===== src/rtl/fsk_gen_pkg.sv =====
package fsk_gen_pkg;

  typedef enum logic [1:0] {
    BK_SEP = 2'd0,
    BK_F8  = 2'd1,
    BK_F10 = 2'd2
  } burst_kind_t;

  typedef enum logic [2:0] {
    SQ_LEAD   = 3'd0,
    SQ_SOF    = 3'd1,
    SQ_GSEP   = 3'd2,
    SQ_HALF_A = 3'd3,
    SQ_HALF_B = 3'd4
  } seq_state_t;

endpackage


===== src/rtl/fsk_field_sync.sv =====
module fsk_field_sync #(
  parameter int STAGES = 2
) (
  input  logic clk,
  input  logic rst_n,
  input  logic din,
  output logic rise_o
);

  logic [STAGES-1:0] sr;
  logic              prev_q;

  always_ff @(posedge clk) begin
    if (!rst_n) sr[0] <= 1'b0;
    else        sr[0] <= din;
  end

  for (genvar g = 1; g < STAGES; g++) begin : g_stage
    always_ff @(posedge clk) begin
      if (!rst_n) sr[g] <= 1'b0;
      else        sr[g] <= sr[g-1];
    end
  end

  always_ff @(posedge clk) begin
    if (!rst_n) prev_q <= 1'b0;
    else        prev_q <= sr[STAGES-1];
  end

  assign rise_o = sr[STAGES-1] & ~prev_q;

  a_r8_single_rise: assert property (@(posedge clk) disable iff (!rst_n)
    rise_o |=> !rise_o);

endmodule


===== src/rtl/fsk_burst_gen.sv =====
module fsk_burst_gen
  import fsk_gen_pkg::*;
#(
  parameter int A_PERIOD = 8,
  parameter int A_HIGH   = 2,
  parameter int A_REPS   = 6,
  parameter int B_PERIOD = 10,
  parameter int B_HIGH   = 3,
  parameter int B_REPS   = 5
) (
  input  logic        clk,
  input  logic        rst_n,
  input  logic        restart,
  input  logic        tick,
  input  burst_kind_t kind,
  output logic        sample_o,
  output logic        last_o
);

  localparam int MAXV  = (A_PERIOD > B_PERIOD ? A_PERIOD : B_PERIOD) >
                         (A_REPS > B_REPS ? A_REPS : B_REPS) ?
                         (A_PERIOD > B_PERIOD ? A_PERIOD : B_PERIOD) :
                         (A_REPS > B_REPS ? A_REPS : B_REPS);
  localparam int CNT_W = $clog2(MAXV + 1);

  logic [CNT_W-1:0] ph_q, rp_q;
  logic [CNT_W-1:0] per_m1, hi_lim, reps_m1;
  logic             ph_end;

  always_comb begin
    unique case (kind)
      BK_F10: begin
        per_m1  = CNT_W'(B_PERIOD - 1);
        hi_lim  = CNT_W'(B_HIGH);
        reps_m1 = CNT_W'(B_REPS - 1);
      end
      BK_F8: begin
        per_m1  = CNT_W'(A_PERIOD - 1);
        hi_lim  = CNT_W'(A_HIGH);
        reps_m1 = CNT_W'(A_REPS - 1);
      end
      default: begin
        per_m1  = CNT_W'(A_PERIOD - 1);
        hi_lim  = CNT_W'(A_HIGH);
        reps_m1 = '0;
      end
    endcase
  end

  assign ph_end   = (ph_q == per_m1);
  assign last_o   = ph_end && (rp_q == reps_m1);
  assign sample_o = (ph_q < hi_lim);

  always_ff @(posedge clk) begin
    if (!rst_n || restart) begin
      ph_q <= '0;
      rp_q <= '0;
    end else if (tick) begin
      if (ph_end) begin
        ph_q <= '0;
        rp_q <= last_o ? '0 : rp_q + 1'b1;
      end else begin
        ph_q <= ph_q + 1'b1;
      end
    end
  end

  a_r3_phase_range: assert property (@(posedge clk) disable iff (!rst_n)
    ph_q <= per_m1);
  a_r3_rep_range: assert property (@(posedge clk) disable iff (!rst_n)
    rp_q <= reps_m1);

endmodule


===== src/rtl/fsk_frame_seq.sv =====
module fsk_frame_seq
  import fsk_gen_pkg::*;
#(
  parameter int               ID_W     = 44,
  parameter int               GROUP    = 4,
  parameter int               SOF_LEN  = 8,
  parameter logic [SOF_LEN-1:0] SOF_MASK = 8'hB8
) (
  input  logic            clk,
  input  logic            rst_n,
  input  logic            restart,
  input  logic            advance,
  input  logic [ID_W-1:0] id,
  output burst_kind_t     kind
);

  localparam int  BIT_W     = $clog2(ID_W);
  localparam int  SOF_W     = $clog2(SOF_LEN);
  localparam bit  FIRST_SEP = (((ID_W - 1) % GROUP) == (GROUP - 1));

  seq_state_t       st_q;
  logic [SOF_W-1:0] sof_q;
  logic [BIT_W-1:0] bit_q;
  logic [BIT_W-1:0] nxt_bit;
  logic             grp_hit;
  logic             cur_bit;

  assign nxt_bit = bit_q - 1'b1;
  assign grp_hit = ((nxt_bit % BIT_W'(GROUP)) == BIT_W'(GROUP - 1));
  assign cur_bit = id[bit_q];

  always_ff @(posedge clk) begin
    if (!rst_n || restart) begin
      st_q  <= SQ_LEAD;
      sof_q <= '0;
      bit_q <= BIT_W'(ID_W - 1);
    end else if (advance) begin
      unique case (st_q)
        SQ_LEAD: begin
          st_q  <= SQ_SOF;
          sof_q <= '0;
        end
        SQ_SOF: begin
          if (sof_q == SOF_W'(SOF_LEN - 1)) begin
            bit_q <= BIT_W'(ID_W - 1);
            st_q  <= FIRST_SEP ? SQ_GSEP : SQ_HALF_A;
          end else begin
            sof_q <= sof_q + 1'b1;
          end
        end
        SQ_GSEP:   st_q <= SQ_HALF_A;
        SQ_HALF_A: st_q <= SQ_HALF_B;
        default: begin
          if (bit_q == '0) begin
            st_q  <= SQ_LEAD;
            bit_q <= BIT_W'(ID_W - 1);
          end else begin
            bit_q <= nxt_bit;
            st_q  <= grp_hit ? SQ_GSEP : SQ_HALF_A;
          end
        end
      endcase
    end
  end

  always_comb begin
    unique case (st_q)
      SQ_SOF:    kind = SOF_MASK[sof_q] ? BK_F10 : BK_F8;
      SQ_HALF_A: kind = cur_bit ? BK_F10 : BK_F8;
      SQ_HALF_B: kind = cur_bit ? BK_F8 : BK_F10;
      default:   kind = BK_SEP;
    endcase
  end

  a_r6_sep_before_bit: assert property (@(posedge clk) disable iff (!rst_n)
    (st_q == SQ_GSEP && advance && !restart) |=> st_q == SQ_HALF_A);
  a_r7_wrap_to_lead: assert property (@(posedge clk) disable iff (!rst_n)
    (st_q == SQ_HALF_B && advance && !restart && bit_q == '0) |=> st_q == SQ_LEAD);
  a_r5_bit_range: assert property (@(posedge clk) disable iff (!rst_n)
    bit_q <= BIT_W'(ID_W - 1));

endmodule


===== src/rtl/fsk_tag_waveform_gen.sv =====
module fsk_tag_waveform_gen
  import fsk_gen_pkg::*;
#(
  parameter int HI_IN_W     = 32,
  parameter int HI_W        = 12,
  parameter int LO_W        = 32,
  parameter int GROUP       = 4,
  parameter int A_PERIOD    = 8,
  parameter int A_HIGH      = 2,
  parameter int A_REPS      = 6,
  parameter int B_PERIOD    = 10,
  parameter int B_HIGH      = 3,
  parameter int B_REPS      = 5,
  parameter int SYNC_STAGES = 2
) (
  input  logic               clk,
  input  logic               rst_n,
  input  logic               field_clk,
  input  logic               start,
  input  logic               stop,
  input  logic [HI_IN_W-1:0] id_hi,
  input  logic [LO_W-1:0]    id_lo,
  output logic               coil_open,
  output logic               sample_valid,
  output logic               active
);

  localparam int               ID_W   = HI_W + LO_W;
  localparam logic [HI_IN_W-1:0] HI_MAX = HI_IN_W'((64'd1 << HI_W) - 1);

  logic            tick;
  logic            hi_ok, accept, adv;
  logic            smp, last;
  logic [ID_W-1:0] id_q;
  burst_kind_t     kind;

  assign hi_ok  = (id_hi <= HI_MAX);
  assign accept = start && !stop && hi_ok;
  assign adv    = active && tick && !stop && !accept;

  fsk_field_sync #(.STAGES(SYNC_STAGES)) u_sync (
    .clk   (clk),
    .rst_n (rst_n),
    .din   (field_clk),
    .rise_o(tick)
  );

  fsk_frame_seq #(
    .ID_W (ID_W),
    .GROUP(GROUP)
  ) u_seq (
    .clk    (clk),
    .rst_n  (rst_n),
    .restart(accept),
    .advance(adv && last),
    .id     (id_q),
    .kind   (kind)
  );

  fsk_burst_gen #(
    .A_PERIOD(A_PERIOD), .A_HIGH(A_HIGH), .A_REPS(A_REPS),
    .B_PERIOD(B_PERIOD), .B_HIGH(B_HIGH), .B_REPS(B_REPS)
  ) u_burst (
    .clk     (clk),
    .rst_n   (rst_n),
    .restart (accept),
    .tick    (adv),
    .kind    (kind),
    .sample_o(smp),
    .last_o  (last)
  );

  always_ff @(posedge clk) begin
    if (!rst_n) begin
      active       <= 1'b0;
      coil_open    <= 1'b1;
      sample_valid <= 1'b0;
      id_q         <= '0;
    end else if (stop) begin
      active       <= 1'b0;
      coil_open    <= 1'b1;
      sample_valid <= 1'b0;
    end else if (accept) begin
      active       <= 1'b1;
      id_q         <= {id_hi[HI_W-1:0], id_lo};
      sample_valid <= 1'b0;
    end else begin
      sample_valid <= adv;
      if (adv) coil_open <= smp;
    end
  end

  a_r1_idle_open: assert property (@(posedge clk) disable iff (!rst_n)
    !active |-> coil_open);
  a_r10_stop_opens: assert property (@(posedge clk) disable iff (!rst_n)
    stop |=> (coil_open && !active && !sample_valid));
  a_r9_reject_idle: assert property (@(posedge clk) disable iff (!rst_n)
    (start && !hi_ok && !active) |=> !active);
  a_r8_no_tick_no_valid: assert property (@(posedge clk) disable iff (!rst_n)
    !tick |=> !sample_valid);
  a_r8_hold_between: assert property (@(posedge clk) disable iff (!rst_n)
    (!tick && !stop) |=> $stable(coil_open));

endmodule


===== config.mk =====
export PLATFORM = sky130hd
export DESIGN_NAME = fsk_tag_waveform_gen
export DESIGN_NICKNAME = d
export VERILOG_FILES = /design/src/rtl/fsk_gen_pkg.sv /design/src/rtl/fsk_field_sync.sv /design/src/rtl/fsk_burst_gen.sv /design/src/rtl/fsk_frame_seq.sv /design/src/rtl/fsk_tag_waveform_gen.sv
export SDC_FILE = /design/constraint.sdc
export NUM_CORES = 1
export LEC_CHECK = 0
export CELL_PAD_IN_SITES_DETAIL_PLACEMENT = 0
export CELL_PAD_IN_SITES_GLOBAL_PLACEMENT = 1
export CORE_MARGIN = 8
export CORE_UTILIZATION = 40
export DETAILED_ROUTE_END_ITERATION = 10
export GPL_TIMING_DRIVEN = 1
export PLACE_DENSITY_LB_ADDON = 0.1
export SLEW_MARGIN = 20
export SYNTH_ARGS = -nofsm -noshare
export SYNTH_HDL_FRONTEND = slang
export SYNTH_SLANG_ARGS = --single-unit

===== constraint.sdc =====
create_clock -name clk -period 4.95 [get_ports clk]
set_input_delay 0.99 -clock clk [delete_from_list [all_inputs] [get_ports clk]]
set_output_delay 0.99 -clock clk [all_outputs]
set_load 0.02 [all_outputs]

# ---- After elaboration in Yosys (flattened, before gate mapping)
# Memory sizes are Yosys's and may differ from the RTL's. A register that Yosys moved wholly into a read port is not among the register bits.
# Index checks and enable logic that the tools add are counted.
dict set report totals {
  regBits 70
  memories 1
  rom_bits 8
  out_inout_bits 3
}
# name words width rd rd_clocked_by_memory_dff wr line
set memory_table {}
lappend memory_table {{(no name shown)} 8 1 1 1 0 fsk_frame_seq.sv:68} ;# SQ_SOF: kind = SOF_MASK[sof_q] ? BK_F10 : BK_F8;
dict set report classes {
  n_lt_le_gt_ge 4
  n_addsub 4
  n_reduce_logical 23
  eq_ne 12
  n_mux 23
  bitwise_logic 6
}
# op n
set op_table {}
lappend op_table {{<= comparator 32 x 12 -> 1 bit, second input constant} 1}
lappend op_table {{2-to-1 mux 3 bit} 5}
lappend op_table {{2-to-1 mux 4 bit} 3}
lappend op_table {{2-to-1 mux 6 bit} 2}
lappend op_table {{one-hot mux 3 bit (2 select lines)} 2}
lappend op_table {{one-hot mux 3 bit (4 select lines)} 1}
lappend op_table {{one-hot mux 6 bit (2 select lines)} 1}
lappend op_table {{adder 4 x 1 -> 4 bit, second input constant} 2}
lappend op_table {{AND reduction 2 bit} 4}
lappend op_table {{logical AND 1 bit} 7}
lappend op_table {{< comparator 6 x 7 -> 1 bit, second input constant} 1}
lappend op_table {{binary-select mux 1 bit (select 6 bit)} 1}
lappend op_table {{equality test 3 x 2 -> 1 bit, second input constant} 2}
lappend op_table {{equality test 3 bit, second input constant} 2}
lappend op_table {{logical NOT 6 bit} 1}
lappend op_table {{2-to-1 mux 2 bit} 3}
lappend op_table {{one-hot mux 2 bit (3 select lines)} 1}
lappend op_table {{AND reduction 3 bit} 2}
lappend op_table {{OR reduction 3 bit} 2}
lappend op_table {{subtractor 6 x 1 -> 6 bit, second input constant} 1}
lappend op_table {{inverter 1 bit} 5}
lappend op_table {{equality test 2 bit, second input constant} 2}
lappend op_table {{equality test 4 x 3 -> 1 bit} 1}
lappend op_table {{equality test 4 bit} 1}
lappend op_table {{14 further kinds} 19}

# ---- Logic depth before layout (Yosys ltp)
# Gate-level depths: netlist (run 1).
dict set report depth {
  word_depth 12
  mapped_depth 16
}

# ---- Cells and area by module
# A second synthesis (run 1) with hierarchy kept.
dict set report hier_totals {
  cells_unflattened 412
  area_unflattened_um2 3794.9
}
# mod seq_area_each_um2 n_inst area_each_um2 cells_each
set by_module_without_submodules {}
lappend by_module_without_submodules {fsk_tag_waveform_gen 940.9 1 2006.9 211}
lappend by_module_without_submodules {fsk_frame_seq 260.2 1 1194.9 136}
lappend by_module_without_submodules {fsk_burst_gen 160.2 1 500.5 58}
lappend by_module_without_submodules {fsk_field_sync 60.1 1 92.6 7}

# ---- Worst setup path after synthesis (run 1)
# No wires, ideal clock.
dict set report synth_timing {
  path_kind {register to register}
  startpoint {register u_seq.bit_q[0]}
  endpoint {register u_seq.bit_q[3]}
  setup_ps 122
  stages_incl_launch_ff 16
  t_arrival_ps 3406
  required_time_ps 4828
  path_slack_ps 1423
  path_cell_list {dfxtp_1 > buf_2 > mux4_2 > a22oi_1 > o31ai_1 > a41oi_2 > mux2i_1 > a21boi_0 > ha_1 > and4bb_2 > o21a_1 > nand2_1 > nor3_1 > buf_2 > nand2_1 > a221o_1}
}
dict set report synth_between {
  elab_chain_len 10
  elab_cells_between_ends 18
  cone_classes {add/sub (1); eq/ne (4); mux (9); reduce/logical (4)}
}
# item line
set synth_lines {}
lappend synth_lines {{from (decl)} fsk_frame_seq.sv:23} ;# logic [BIT_W-1:0] bit_q;
lappend synth_lines {{from (signal assigned)} fsk_frame_seq.sv:36} ;# bit_q <= BIT_W'(ID_W - 1);
lappend synth_lines {{from (signal assigned)} fsk_frame_seq.sv:45} ;# bit_q <= BIT_W'(ID_W - 1);
lappend synth_lines {{from (signal assigned)} fsk_frame_seq.sv:56} ;# bit_q <= BIT_W'(ID_W - 1);
lappend synth_lines {{binary-select mux 1 bit (select 6 bit)} fsk_frame_seq.sv:30} ;# assign cur_bit = id[bit_q];
lappend synth_lines {{2-to-1 mux 1 bit (not written as such)} fsk_frame_seq.sv:30}
lappend synth_lines {{2-to-1 mux 2 bit, on equally long branches} {fsk_frame_seq.sv:70, fsk_frame_seq.sv:69}}
lappend synth_lines {{one-hot mux 2 bit (3 select lines)} fsk_frame_seq.sv:67} ;# unique case (st_q)
lappend synth_lines {{equality test 2 x 1 -> 1 bit / equality test 2 bit (equally long branches)} fsk_burst_gen.sv:31} ;# unique case (kind)
lappend synth_lines {{one-hot mux 3 bit (2 select lines) / 2-to-1 mux 4 bit (equally long branches)} fsk_burst_gen.sv:31}
lappend synth_lines {{equality test 4 x 3 -> 1 bit / equality test 4 bit (equally long branches)} {fsk_burst_gen.sv:51, fsk_burst_gen.sv:50}}
lappend synth_lines {{logical AND 1 bit} fsk_burst_gen.sv:51} ;# assign last_o = ph_end && (rp_q == reps_m1);
lappend synth_lines {{logical AND 1 bit} fsk_tag_waveform_gen.sv:55} ;# .advance(adv && last),
lappend synth_lines {{AND reduction 3 bit (no source line)} n/a}
# Parallel ways exist; a longest one is shown, timed or not. The select of a mux whose other input is x is not followed.
# A chain may end at the register's enable or synchronous reset.

# ---- Worst setup path after layout (run 1)
dict set report layout_timing {
  startpoint {register u_seq.bit_q[1]}
  endpoint {register u_seq.bit_q[3]}
}
# The elaborated chain is that of the path after synthesis.

==> results of run 1 <==
-- flip-flops by register name, summed over array words and instances, names as in the netlist, named ones only --
| name | cells |
|---|---|
| u_burst.rp_q | 4 |
| u_sync.prev_q | 1 |
| active | 1 |
| u_seq.st_q | 3 |
| u_seq.bit_q | 6 |
| sample_valid | 1 |
| u_seq.sof_q | 3 |
| id_q | 44 |
| u_burst.ph_q | 4 |
| coil_open | 1 |
| u_sync.sr | 2 |
-- cells in the mapped netlist, drive strengths merged, types with 2 or more instances --
cell type / instances
nor2b: 48
nor4: 5
nand4: 4
nand2: 16
and2: 6
o41ai: 2
or4: 3
clkbuf: 8
a31o: 2
nand3: 5
a211o: 2
xnor2: 2
nor2: 20
nor3b: 2
o21a: 3
a22oi: 7
o31ai: 2
mux2: 3
a31oi: 3
nor3: 5
and4bb: 3
o21ai: 8
o211ai: 2
mux4: 2
mux2i: 64
nand4b: 2
a211oi: 3
buf: 14
inv: 6
a21oi: 17
a22o: 4
ha: 8
dfxtp: 71
nand2b: 4
-- logic make-up (layout without fill, tap and decap cells) --
group | Yosys count | after routing
AOI/OAI and AO/OA | 63 | 63
xor gates and xnor gates | 3 | 3
adders and majority gates | 8 | 8
buffers and inverters | 28 | 98
DFF | 71 | 71
muxes | 69 | 69
and+or+nand+nor | 130 | 130
-- critical path: cells and delay by family, from the launching register on --
family                   cells  cell delay [ns]
flip-flops                   1             0.73
buffers and inverters        2             0.51
AO/OA/AOI/OAI                6             1.53
adder cells (fa/ha/maj)      1             0.21
AND/OR/NAND/NOR              4             0.71
multiplexers                 2             0.51
-- worst paths after layout --
kind              cells past startpoint                           to  slack [ns]
hold reg to reg                       1      u_sync.sr[1]$_SDFF_PN0_        0.44
hold / removal                        1      u_sync.sr[1]$_SDFF_PN0_        0.44
setup reg to reg                     15  u_seq.bit_q[3]$_SDFFE_PN1P_        0.63
setup / recovery                     15  u_seq.bit_q[3]$_SDFFE_PN1P_        0.63
-- stage by stage --
stage / cell area (µm²) / setup WS [ns] / power (W) / utilization, % / hold WS, ns
after floorplan: 3640 / 1.42 / 0.000599 / - / 0.412
after global placement: 4420 / 0.777 / 0.000658 / 49.0 / 0.426
after detailed placement: 4420 / 0.671 / 0.000658 / 49.0 / 0.428
after CTS: 4640 / 0.628 / 0.00119 / 51.5 / 0.447
after global routing: 4640 / 0.364 / 0.00122 / 51.5 / 0.487
final: 4640 / 0.634 / 0.00117 / 51.5 / 0.440
-- where the power goes --
group	switching [W]	internal [W]
Clock	0.000238	0.000290
Combinational	0.0000179	0.0000545
Sequential	0.000000221	0.000571
Total	0.000256	0.000916
-- per-layer routing --
layer	track usage, %	vias up	share of wire [%]
li1	-	1484	-
met1	16.3	1349	46
met2	24.2	36	50
met3	4.35	9	3.1
met4	3.73	0	0.92
met5	0	-	0
-- placed cells by master, fill, tap and decap left out, drive strengths merged, types with 3 or more instances in the layout --
cell           instances
o21ai                  8
nand4                  4
buf                    5
dfxtp                 71
clkdlybuf4s50         71
clkinv                 3
nor3                   5
o21a                   3
clkbuf                 9
and2                   6
or4                    3
a21oi                 17
mux2                   3
a31oi                  3
inv                    8
a22oi                  7
nand2b                 4
nand2                 16
nand3                  5
mux2i                 64
nor2b                 48
nor2                  20
a22o                   4
a211oi                 3
ha                     8
nor4                   5
and4bb                 3
-- final cells by class --
class | count | area (µm²) | area share [%]
Clock buffer | 9 | 124 | 2.67
Clock inverter | 7 | 104 | 2.24
Inverter | 6 | 22.5 | 0.485
Multi-Input combinational cell | 273 | 2090 | 44.9
Sequential cell | 71 | 1420 | 30.6
Tap cell | 111 | 139 | 2.99
Timing Repair Buffer | 76 | 748 | 16.1
==> impl_results.md, run 1 <==
- Multiplexer share of the synthesized area: 19.8%
- Worst Hold Class: reg2reg
- Clock Sinks: slightly above 70
- Post-CTS sizing: 0
- Setup-failing EPs final: 0
- Synth area leader: dfxtp_1
- Post-synth EDFFs: 0
- Synth Area in Simple Gates: 21.3%
- Pwr/cell area: approximately 250 mW/mm²
- Synth unique cells: 56
- H-tree Lvls: 3
- Fin. Hold Viols: 0
- CP Launch Type: flop
- Die Ht: around 110 µm
- Clk_lat worst skew: 0.35 ns
- Normalized max-slew margin: around half
- First-pass GRT wire length: 14600 µm
- Clock Path Buffers: 2
- Post-route clock skew: between 0.01 and 0.015 ns
- WL per Instance: approximately 15 µm
- Synth Flop Type: dfxtp_1
- Synth Warn #: 0
- Synth Area in Compound Gates: 12.6%
- Cts hold-fix bufs: 0
- Core box area: approximately 0.0090 mm²
- Fin crit share: a little under 90%
- Sum Neg Setup Slack: 0 ns
- Worst Path Required: roughly 5.2 ns
- Top cells by area, synth: dfxtp_1 39%, mux2i_1 18%, nor2b_1 8.2%
- Iteration-0 DRC Markers: about 120
- Syn_nets: roughly 450
- Largest net degree at the start of global routing: 50
- Fmax: between 0.2 and 0.25 GHz
- Initial core utilization: roughly two fifths
- Pins over their slew limit: 0
- Adder-cell share of the synthesized area: under 10%
- Status: finished clean
- Via-to-Cell Ratio: between 5 and 6
- # port buffers: 71
- Dpl cells: 537
- Vias in the first global route: roughly 3000
- Antenna Nets Post-Route: 0
- Register area share after synthesis: approximately two fifths
- CP peak stage delay: 0.73 ns
- Fillers: 876
- CP arrival: ~4.6 ns
- Synthesized area: about 0.0036 mm²
- CTS tree: yes
- Synthesis-to-layout area growth: 27.6%
- Hold path startpoint: u_sync.sr[0]$_SDFF_PN0_
- Largest family of logic cells by synthesized area: simple AND/OR/NAND/NOR gates
- Critical Path Fanout Max: 13
- Vias: 2878
- Asr flop ratio synth: 0%
- Flops & latches, synth: 71
- Grt ovf: 0
- Crit. End Element: flop
- Reg2Reg Launch Point: u_seq.bit_q[1]$_SDFFE_PN1P_
- DRC errors left: 0
- Die W: approximately 110 µm
- Layout cells sized above 1: between 8 and 9%
- Syn Area/Cell: approximately 9.8 µm²
- Detailed placer's ending HPWL: approximately 6500 µm
- Initial antenna violation count: 0
- Num CTS Buffers: 9
- Clock slew at reported path FFs: around 0.080 ns
- Pleak: 1.64 nW
- Crit-path slowest cell: dfxtp_1
- Final wirelength: 8550 µm
- Ant. Diodes: 0
- CP cell instances: buf_4, mux2i_1, a22oi_1, a211o_1, a41oi_2, mux2i_1, a21boi_0, ha_1, and4bb_2, o21a_1, nand2_1, nor3_1, buf_4, nand2_1, a221o_1
- Post-CTS Setup Bufs: 0
- # Max-Cap Violations: 0
- DR pass1 iterations: 4
- Post-route insts no fill: ~550
- RePlAce Congestion: between 0.7 and 0.8
- All-layer global routing usage: approximately 14%
- Cell Rows: 35
- Setup CP Type: reg2reg
- I/O Pins: 72
- Die area: approximately 0.012 mm²
- RSZ-0062 raised after global routing: no
- Setup crit start: u_seq.bit_q[1]$_SDFFE_PN1P_
- Max VDD drop: ~0.00014 V
- Worst-margin pin slew: ~0.75 ns
- Post-Syn Instances: 372
- Xor and xnor area share after synthesis: 0.722%
- Post-synth top area share: about 39%
- CTS root buf: clkbuf_8
- Nets@finish: 514
- Min Tclk post-route: around 4.3 ns
Note: power is estimated with default switching activity, not from simulation.
==> run 2: changes to the inputs <==
- CORE_MARGIN: 8 -> 2
==> run 2 against run 1 <==
Core utilization is 1.4 points higher. Non-clock buffer count down 1. Sequential share of layout area is 0.058 points higher. Combinational power is 0.8% higher. Largest power group unchanged. First-iteration DRC count is 4.2% lower. Critical path depth fell by 1. Hold slack improved by 0.018 ns. Register-to-register slack better by 0.31 ns. Clock skew decreased by 0.0031 ns. Final cell count fell by 0.72%.
==> impl_results.md, run 2 (same netlist as run 1, synthesis figures left out) <==
- Status: finished clean
- I/O Pins: about 70
- DRC errors left: 0
- Grt ovf: 0
- Hold path startpoint: u_sync.sr[0]$_SDFF_PN0_
- Met1 usage: 21.2%
- Clock slew at reported path FFs: 0.08 ns
- Synthesis-to-layout area growth: 27.3%
- Iteration-0 DRC Markers: 114
- Normalized max-slew margin: around 50%
- Num CTS Buffers: 9
- Max VDD drop: between 0.0001 and 0.00015 V
- Core box area: approximately 0.009 mm²
- Setup-failing EPs final: 0
- Sum Neg Setup Slack: 0 ns
- CTS root buf: clkbuf_8
- Die W: ~100 µm
- Critical Path Fanout Max: 11
- Clk_lat worst skew: 0.34 ns
- CTS tree: yes
- Dpl cells: ~530
- Largest net degree at the start of global routing: 50
- CP Launch Type: flop
- DR pass1 iterations: 4
- Fmax: approximately 0.25 GHz
- Grt peak-use layer: met2
- RePlAce Congestion: 0.795
- Total power: ~0.0012 W
- Cell Rows: 34
- Setup crit start: u_seq.bit_q[0]$_SDFFE_PN1P_
- Pleak: 1.63 nW
- Cts hold-fix bufs: 0
- RSZ-0062 raised after global routing: no
- Vias in the first global route: around 2800
- Crit. End Element: flop
- Die Ht: 99.4 µm
- Vias: between 2000 and 3000
- Initial antenna violation count: 0
- Min Tclk post-route: 4.01 ns
- Fin worst setup slack: 0.942 ns
- Detailed placer's ending HPWL: approximately 6000 µm
- Ant. Diodes: 0
- Layout cells sized above 1: between 7 and 8%
- Post-CTS sizing: 0
- Pwr/cell area: 252 mW/mm²
- Initial core utilization: 41.5%
- Post-CTS Setup Bufs: 0
- Biggest regs: id_q x44, u_seq.bit_q x6
- Clock Path Buffers: 2
- # port buffers: 71
- Worst Path Required: ~5.2 ns
- Largest register FFs: 44
- Fin. Hold Viols: 0
- Final wirelength: roughly 7900 µm
- Met3 usage: under 10%
- H-tree Lvls: 3
- Setup CP Type: reg2reg
- Util after Layout: 52.9%
- WL per Instance: between 10 and 15 µm
- Largest register by flop count: id_q
- Worst Hold Class: reg2reg
- Most frequent cells in the layout: 71 x dfxtp_1, 71 x clkdlybuf4s50_1, 64 x mux2i_1
- # Max-Cap Violations: 0
- First-pass GRT wire length: 13400 µm
- Worst-margin pin slew: about 0.75 ns
- Antenna Nets Post-Route: 0
- Post-route clock skew: between 0.008 and 0.009 ns
- Post-route insts no fill: ~550
- Die area: 0.00988 mm²
- Via-to-Cell Ratio: 5.24
- Fin crit share: around 81%
- Dpl ws: 0.973 ns
- Fillers: approximately 810
- Clock Sinks: 71
- Pins over their slew limit: 0
- M2 GR Usage: between 20% and 30%
- Reg2Reg Launch Point: u_seq.bit_q[0]$_SDFFE_PN1P_
- CP arrival: around 4.2 ns
- Nets@finish: 513
- All-layer global routing usage: about 17%
## run 2: changes by cell type in the layout (fill, tap and decap cells not counted)
cell	change
buf_4	-1
clkinvlp_4	+2
inv_6	-1
clkinv_4	-2
clkbuf_8	+1
## run 2: critical path, cell delays in order, from the launching register on
cell,delay [ns]
dfxtp_1,0.56
nor2b_1,0.37
a22oi_1,0.16
a211o_1,0.33
a41oi_2,0.29
mux2i_1,0.27
a21boi_0,0.23
ha_1,0.22
and4bb_2,0.24
o21a_1,0.24
nand2_1,0.18
nor3_1,0.21
buf_4,0.20
nand2_1,0.06
a221o_1,0.35
## run 2: report_power, final
| group | internal (W) | total (W) | switching (W) |
|---|---|---|---|
| registers | 0.000572 | 0.000572 | 0.000000301 |
| clock network | 0.000300 | 0.000524 | 0.000224 |
| logic | 0.0000546 | 0.0000730 | 0.0000184 |
| total | 0.000926 | 0.00117 | 0.000243 |
## run 2: per-layer routing
metal / share of wire, % / wire, µm
met3: 3.2 / 256
met5: 0 / 0
met4: 1.3 / 101
met2: 49 / 3870
met1: 47 / 3700
## run 2: through the flow
step / hold WS, ns / area (µm²)
global route: 0.479 / 4640
detailed placement: 0.436 / 4410
global placement: 0.424 / 4410
floorplan: 0.412 / 3640
finish: 0.458 / 4640
CTS: 0.455 / 4640
## run 2: area by class of cell
type                    count  area (µm²)  area share, %
clock buffers              10         138           2.97
clock inverters             6        92.6           2.00
inverters                   6        22.5          0.486
multi-input cells         273        2090           45.0
flip-flops and latches     71        1420           30.7
well taps                 108         135           2.91
repair buffers             75         741           16.0
## run 2: final timing paths
check                           slack (ns)  cells after the start                           to
worst max-delay path                  0.94                     14  u_seq.bit_q[3]$_SDFFE_PN1P_
worst min-delay path                  0.46                      1      u_sync.sr[1]$_SDFF_PN0_
worst max register to register        0.94                     14  u_seq.bit_q[3]$_SDFFE_PN1P_
worst min register to register        0.46                      1      u_sync.sr[1]$_SDFF_PN0_
